File: config.mk
export PLATFORM = sky130hd
export DESIGN_NAME = irq_csr_bank
export DESIGN_NICKNAME = d
export VERILOG_FILES = /design/src/rtl/irq_csr_pkg.sv /design/src/rtl/irq_wr_merge.sv /design/src/rtl/irq_rd_view.sv /design/src/rtl/irq_csr_bank.sv
export SDC_FILE = /design/constraint.sdc
export NUM_CORES = 1
export LEC_CHECK = 0
export BUFFER_PORTS_ARGS = -buffer_cell sky130_fd_sc_hd__buf_2
export CORE_MARGIN = 4
export CORE_UTILIZATION = 35
export CTS_CLUSTER_DIAMETER = 50
export DETAILED_ROUTE_END_ITERATION = 7
export PLACE_DENSITY = 0.73
export SLEW_MARGIN = 20
export SYNTH_ARGS = -nofsm -noshare
export SYNTH_HDL_FRONTEND = slang
export SYNTH_SLANG_ARGS = --single-unit
File: constraint.sdc
create_clock -name clk_i -period 1.55 [get_ports clk_i]
set_clock_uncertainty 0.1 [all_clocks]
set_input_delay 0.155 -clock clk_i [delete_from_list [all_inputs] [get_ports clk_i]]
set_output_delay 0.155 -clock clk_i [all_outputs]
set_load 0.01 [all_outputs]
File: src/rtl/irq_csr_pkg.sv
package irq_csr_pkg;
  localparam int unsigned IRQ_W = 12;

  localparam int unsigned B_USI = 0;
  localparam int unsigned B_SSI = 1;
  localparam int unsigned B_MSI = 3;
  localparam int unsigned B_UTI = 4;
  localparam int unsigned B_STI = 5;
  localparam int unsigned B_MTI = 7;
  localparam int unsigned B_UEI = 8;
  localparam int unsigned B_SEI = 9;
  localparam int unsigned B_MEI = 11;

  localparam logic [IRQ_W-1:0] M_BITS = IRQ_W'((1 << B_MEI) | (1 << B_MTI) | (1 << B_MSI));
  localparam logic [IRQ_W-1:0] S_BITS = IRQ_W'((1 << B_SEI) | (1 << B_STI) | (1 << B_SSI));
  localparam logic [IRQ_W-1:0] U_BITS = IRQ_W'((1 << B_UEI) | (1 << B_UTI) | (1 << B_USI));
  localparam logic [IRQ_W-1:0] IMPL_BITS = M_BITS | S_BITS | U_BITS;

  typedef enum logic [2:0] {
    SEL_MPEND = 3'd0,
    SEL_MEN   = 3'd1,
    SEL_DELEG = 3'd2,
    SEL_SPEND = 3'd3,
    SEL_SEN   = 3'd4
  } csr_sel_e;
endpackage

File: src/rtl/irq_wr_merge.sv
module irq_wr_merge
  import irq_csr_pkg::*;
#(
  parameter bit USER_EN = 1'b0
) (
  input  logic             we_i,
  input  logic [2:0]       sel_i,
  input  logic [IRQ_W-1:0] wdata_i,
  input  logic [IRQ_W-1:0] pend_q_i,
  input  logic [IRQ_W-1:0] en_q_i,
  input  logic [IRQ_W-1:0] deleg_q_i,
  output logic [IRQ_W-1:0] pend_d_o,
  output logic [IRQ_W-1:0] en_d_o,
  output logic [IRQ_W-1:0] deleg_d_o
);
  logic [IRQ_W-1:0] u_mask;
  logic [IRQ_W-1:0] u_sp_mask;

  generate
    if (USER_EN) begin : g_user
      assign u_mask    = U_BITS;
      assign u_sp_mask = IRQ_W'((1 << B_UEI) | (1 << B_USI));
    end else begin : g_no_user
      assign u_mask    = '0;
      assign u_sp_mask = '0;
    end
  endgenerate

  localparam logic [IRQ_W-1:0] SSI_BIT = IRQ_W'(1 << B_SSI);

  logic [IRQ_W-1:0] mp_mask, me_mask, sp_upd, se_mask;

  assign mp_mask = S_BITS | u_mask;
  assign me_mask = M_BITS | S_BITS | u_mask;
  // supervisor pending: SSI always rewritten (gated), user bits only if delegated
  assign sp_upd  = SSI_BIT | (u_sp_mask & deleg_q_i);
  assign se_mask = deleg_q_i & (S_BITS | u_mask);

  always_comb begin
    pend_d_o  = pend_q_i;
    en_d_o    = en_q_i;
    deleg_d_o = deleg_q_i;
    if (we_i) begin
      case (csr_sel_e'(sel_i))
        SEL_MPEND: pend_d_o  = (pend_q_i & ~mp_mask) | (wdata_i & mp_mask);
        SEL_MEN:   en_d_o    = (en_q_i & ~me_mask) | (wdata_i & me_mask);
        SEL_DELEG: deleg_d_o = wdata_i & (S_BITS | U_BITS);
        SEL_SPEND: pend_d_o  = (pend_q_i & ~sp_upd) |
                               (wdata_i & sp_upd & (deleg_q_i | ~SSI_BIT));
        SEL_SEN:   en_d_o    = (en_q_i & ~se_mask) | (wdata_i & se_mask);
        default: ;
      endcase
    end
  end
endmodule

File: src/rtl/irq_rd_view.sv
module irq_rd_view
  import irq_csr_pkg::*;
#(
  parameter int unsigned XLEN = 32
) (
  input  logic [2:0]       sel_i,
  input  logic [IRQ_W-1:0] pend_q_i,
  input  logic [IRQ_W-1:0] en_q_i,
  input  logic [IRQ_W-1:0] deleg_q_i,
  output logic [XLEN-1:0]  rdata_o
);
  localparam int unsigned PAD = XLEN - IRQ_W;
  localparam logic [IRQ_W-1:0] SU_BITS = S_BITS | U_BITS;

  logic [IRQ_W-1:0] view;

  always_comb begin
    case (csr_sel_e'(sel_i))
      SEL_MPEND: view = pend_q_i;
      SEL_MEN:   view = en_q_i;
      SEL_DELEG: view = deleg_q_i;
      SEL_SPEND: view = pend_q_i & deleg_q_i & SU_BITS;
      SEL_SEN:   view = en_q_i & deleg_q_i & SU_BITS;
      default:   view = '0;
    endcase
  end

  assign rdata_o = {{PAD{1'b0}}, view & IMPL_BITS};
endmodule

File: src/rtl/irq_csr_bank.sv
module irq_csr_bank
  import irq_csr_pkg::*;
#(
  parameter int unsigned XLEN    = 32,
  parameter bit          USER_EN = 1'b0
) (
  input  logic            clk_i,
  input  logic            rst_ni,
  input  logic            csr_we_i,
  input  logic [2:0]      csr_sel_i,
  input  logic [XLEN-1:0] csr_wdata_i,
  output logic [XLEN-1:0] csr_rdata_o
);
  logic [IRQ_W-1:0] pend_q, en_q, deleg_q;
  logic [IRQ_W-1:0] pend_d, en_d, deleg_d;
  logic             unused_wdata;

  assign unused_wdata = ^csr_wdata_i[XLEN-1:IRQ_W];

  irq_wr_merge #(.USER_EN(USER_EN)) u_merge (
    .we_i      (csr_we_i),
    .sel_i     (csr_sel_i),
    .wdata_i   (csr_wdata_i[IRQ_W-1:0]),
    .pend_q_i  (pend_q),
    .en_q_i    (en_q),
    .deleg_q_i (deleg_q),
    .pend_d_o  (pend_d),
    .en_d_o    (en_d),
    .deleg_d_o (deleg_d)
  );

  irq_rd_view #(.XLEN(XLEN)) u_view (
    .sel_i     (csr_sel_i),
    .pend_q_i  (pend_q),
    .en_q_i    (en_q),
    .deleg_q_i (deleg_q),
    .rdata_o   (csr_rdata_o)
  );

  always_ff @(posedge clk_i or negedge rst_ni) begin
    if (!rst_ni) begin
      pend_q  <= '0;
      en_q    <= '0;
      deleg_q <= '0;
    end else begin
      pend_q  <= pend_d;
      en_q    <= en_d;
      deleg_q <= deleg_d;
    end
  end
endmodule

; Word-level counts from Yosys, hierarchy flattened
; Cells that the tools add are included.
; Widths: inputs -> output; s select.
[totals]
ff_bits = 30
in_bits = 38
[op_classes]
bitwise_logic = 10
n_reduce_logical = 6
n_mux = 3
n_eq_ne = 4
[op_table]
columns = cell, count
row1 = $pmux 12 s5, 1
row2 = $pmux 12 s2, 2
row3 = $or 12x12->12, 2
row4 = $and 10x10->10, 2
row5 = $and 12x10->12, 1
row6 = $and 12x12->12, 1
row7 = $and 2x12->12, 1
row8 = $not 10->12, 1
row9 = $or 11x12->12, 1
row10 = $or 12x10->12, 1
row11 = $eq 3x2->1 const B, 2
row12 = $reduce_and 2->1, 3
row13 = $reduce_bool 2->1, 2
row14 = $eq 3x1->1 const B, 1
row15 = $eq 3x3->1 const B, 1
row16 = $logic_not 3->1, 1

; Longest topological paths before layout
[depth]
word_depth = 4
ltp_mapped = 4
ltp_nobuf = 3

; By module
; Synthesis repeated with hierarchy kept, for this count alone.
[unflattened]
cells_unflattened = 156
hier_area_um2 = 1903.1
[modules_own_cells]
columns = module, cells_each, area_per_inst_um2, seq_area_each_um2, instances
row1 = irq_csr_bank, 36, 900.9, 900.9, 1
row2 = irq_rd_view, 70, 588.1, 0.0, 1
row3 = irq_wr_merge, 50, 414.1, 0.0, 1

; Worst setup path after synthesis
; Ideal clock, no wire load.
[synth_path]
path_kind = in2reg
from = input csr_sel_i[2]
to = register en_q[11]
t_arrival_ns = 1.015
cell_stages = 4
setup_time_ns = 0.128
slack_ns = 0.308
required_time_ns = 1.322
cell_sequence = buf_2 > nand2b_4 > nor3_4 > mux2_1
[synth_via]
elab_chain_len = 3
word_cells_on_any_way = 5
[synth_rtl]
columns = item, line_no
row1 = start: declaration, irq_csr_bank.sv:10  ; input logic [2:0] csr_sel_i,
row2 = $eq 3x1->1 / $eq 3x3->1 (equally long branches), irq_wr_merge.sv:44  ; case (csr_sel_e'(sel_i))
row3 = $reduce_bool 2->1 (no line), -
row4 = $reduce_and 2->1 (no line), -
row5 = end signal: assignment, irq_csr_bank.sv:47  ; en_q <= en_d;
row6 = end: declaration, irq_csr_bank.sv:14  ; logic [IRQ_W-1:0] pend_q, en_q, deleg_q;
; Parallel ways exist; a longest one is shown, timed or not.
; A chain may end at the register's enable or synchronous reset.

==> out/results.txt <==
drt drc - 0
DP Area - 1142 um^2
area grow syn2layout - 15.03%
cell taking the most area after synthesis - dfrtp_1
switching power - 331.5 uW
Filler cells - 274
largest stage delay on the critical path - 0.37 ns
routed len/inst - 12.63 um
num rows - 19
worst r2r src - deleg_q[9]
antenna violations before repair - 0
final std cells w/o fill - 172
clk root buf - clkbuf_4
Async SR Flop Fraction - 100.0%
starting density of the core - 37.63%
maximum VDD drop - 653.3 uV
Synth Instances - 108
Placer Congestion - 0.8652
Clk Latency, worst-skew pair - 0.27 ns
total global-route track usage - 10.82%
maximum clock path buffer count - 2
syn_area_per_cell - 9.940 um^2
min-delay worst type - primary input to flip-flop
crit path cell chain - mux2i_1, or3_1, o211ai_1, buf_2
min-delay src - csr_wdata_i[8]
final layout net count - 180
CP required - 1.29 ns
core outline area - 2853 um^2
synth unique cells - 35
placed insts - 161
WL final - 2.173 mm
H-tree lvl count - 1
post-synth top area share - 34.97%
Post-synth EDFFs - 0
WP data arrival - 1.29 ns
antenna diode count - 0
global route overflow - 0
Syn Std Cell Area - 1074 um^2
delay-heaviest family, CP - flip-flops
RSZ-0062 raised after global routing - true
Die H - 63.38 um
WS Path Type - flip-flop to primary output
Detailed Route Iter0 Violations - 38
P_int - 739.5 uW
CTS tree - yes
Final HPWL DP - 1.695 mm
Die W - 63.38 um
first-pass GRT wire length - 3.567 mm
endpoints failing setup - 0
I/O Buffers - 23
most common cell in the netlist - buf_4
fin area - 1235 um^2
vias - 840
layout cells sized above 1 - 32.62%
clk slew on worst S/H paths - 0.08 ns
CP max FO - 2
min cycle time layout - 1.545 ns
TritonCTS Buffers - 3
Final Hold Vio Count - 0
Slew Viols, Final - 0
CP Buf/Inv Count - 1
Seq cells post-synth - 15
dominant synthesized flop cell - dfrtp_1
element type at the critical path start - flip-flop
Synth Warn # - 0
Sw Share - 30.95%
CP Capture Type - primary output
total die area - 4017 um^2
Leakage - 0.0006209 uW
vias in the first global route - 814
f_max - 647.3 MHz
# clock sinks - 15
Clk pwr share - 20.1%
post-synthesis sequential area ratio - 34.97%
io pins - 70
result of the run - finished clean
Reg power frac - 50.6%
pin count of the biggest net entering global routing - 16
Final Util - 43.29%
Max Cap Viol - 0
Area contributors post-synth - dfrtp_1, buf_4, mux2_2, mux2_1, mux2i_1
combinational share of power - 29.3%
Via-to-Cell Ratio - 4.884
part of the cycle the worst path needs - 99.67%
P per Cell Area - 867.3 nW/um^2
DR pass1 iterations - 4
ANT nets after route - 0
CP max stage cell - dfrtp_1
top cells by count, synth - buf_4, dfrtp_1, mux2_2, inv_1
kinds of logic after synthesis:
| group | share of synthesized area, % |
|---|---|
| buffers and inverters | 19.81 |
| and+or+nand+nor | 20.51 |
| DFF | 34.97 |
| AOI/OAI and AO/OA | 9.207 |
| muxes | 14.34 |
| xor gates and xnor gates | 0.8160 |
| other | 0.3493 |
power groups by stage:
stage | clock (uW) | sequential, uW | combinational (uW)
finish | 215 | 542 | 314
CTS | 225 | 540 | 314
floorplan | 0 | 533 | 247
detailed placement | 0 | 553 | 281
global route | 244 | 554 | 348
global placement | 0 | 545 | 269
final cells by class:
cell class,instances,area (um^2),share of cell area [%]
Timing Repair Buffer,33,202.7,16.41
Inverter,6,22.52,1.824
Sequential cell,15,376.6,30.50
Multi-Input combinational cell,83,568.0,46.00
Tap cell,31,38.79,3.141
Clock buffer,4,26.28,2.128
cells in the final DEF, fill, tap and decap left out:
master,netlist,final
conb_1,1,23
buf_2,2,23
dfrtp_1,15,14
mux2_2,8,8
inv_1,5,5
dlygate4sd3_1,0,5
buf_4,24,5
nor2b_1,4,4
nand2_1,4,4
nand3_1,4,4
and2_1,3,3
and3_1,3,3
mux2i_1,3,3
mux2_1,3,3
a21oi_1,3,3
o32ai_1,3,3
clkbuf_4,0,3
o21ai_1,2,2
o211ai_1,2,2
and4b_1,2,2
nand2b_1,1,1
nor2_1,1,1
inv_2,1,1
o22a_1,1,1
nor3b_2,1,1
nand3b_1,1,1
o211a_1,1,1
or3_1,1,1
nand2b_4,1,1
nor3_2,1,1
nor3_4,1,1
nor2_4,1,1
and4_1,1,1
nor4_1,1,1
xor2_1,1,1
o21ai_0,1,1
o41ai_1,1,1
clkbuf_1,0,1
dfrtp_2,0,1
metrics by stage:
step / setup TNS [ns] / setup slack [ns] / total power, uW / hold WS (ns)
floorplan: 0 / 0.3077 / 780.4 / -0.2406
global placement: 0 / 0.1607 / 814.1 / -0.03010
detailed placement: 0 / 0.1133 / 834.4 / -0.02506
CTS: -0.003514 / -0.003514 / 1080 / 0.005533
global route: -0.07599 / -0.07599 / 1146 / 0.01162
finish: 0 / 0.005111 / 1071 / 0.01114
per-layer routing:
metal | GRT usage, % | routed length [um] | vias to the layer above
met3 | 2.309 | 170 | 2
li1 | - | - | 401
met5 | 0 | 0 | -
met4 | 4.043 | 12 | 0
met2 | 17.34 | 966 | 41
met1 | 14.24 | 1024 | 396
final timing paths:
path | cells after the start | slack (ns) | endpoint
max in group asynchronous | 2 | 0.87 | deleg_q[1]
hold reg to reg | 1 | 0.38 | en_q[11]
min in group asynchronous | 2 | 0.21 | deleg_q[0]
setup / recovery | 4 | 0.005 | csr_rdata_o[5]
hold / removal | 2 | 0.01 | deleg_q[8]
setup reg to reg | 3 | 0.44 | flip-flop
repair_timing:
| item | CTS | global route |
|---|---|---|
| resized for setup | 0 | 1 |
| buffers inserted | 2 | 0 |
| setup endpoints to repair | 2 | 2 |
| hold endpoints to repair | 19 | 0 |
| hold buffers | 5 | 0 |
| gates cloned | 0 | 0 |
(Power assumes the default switching activity.)
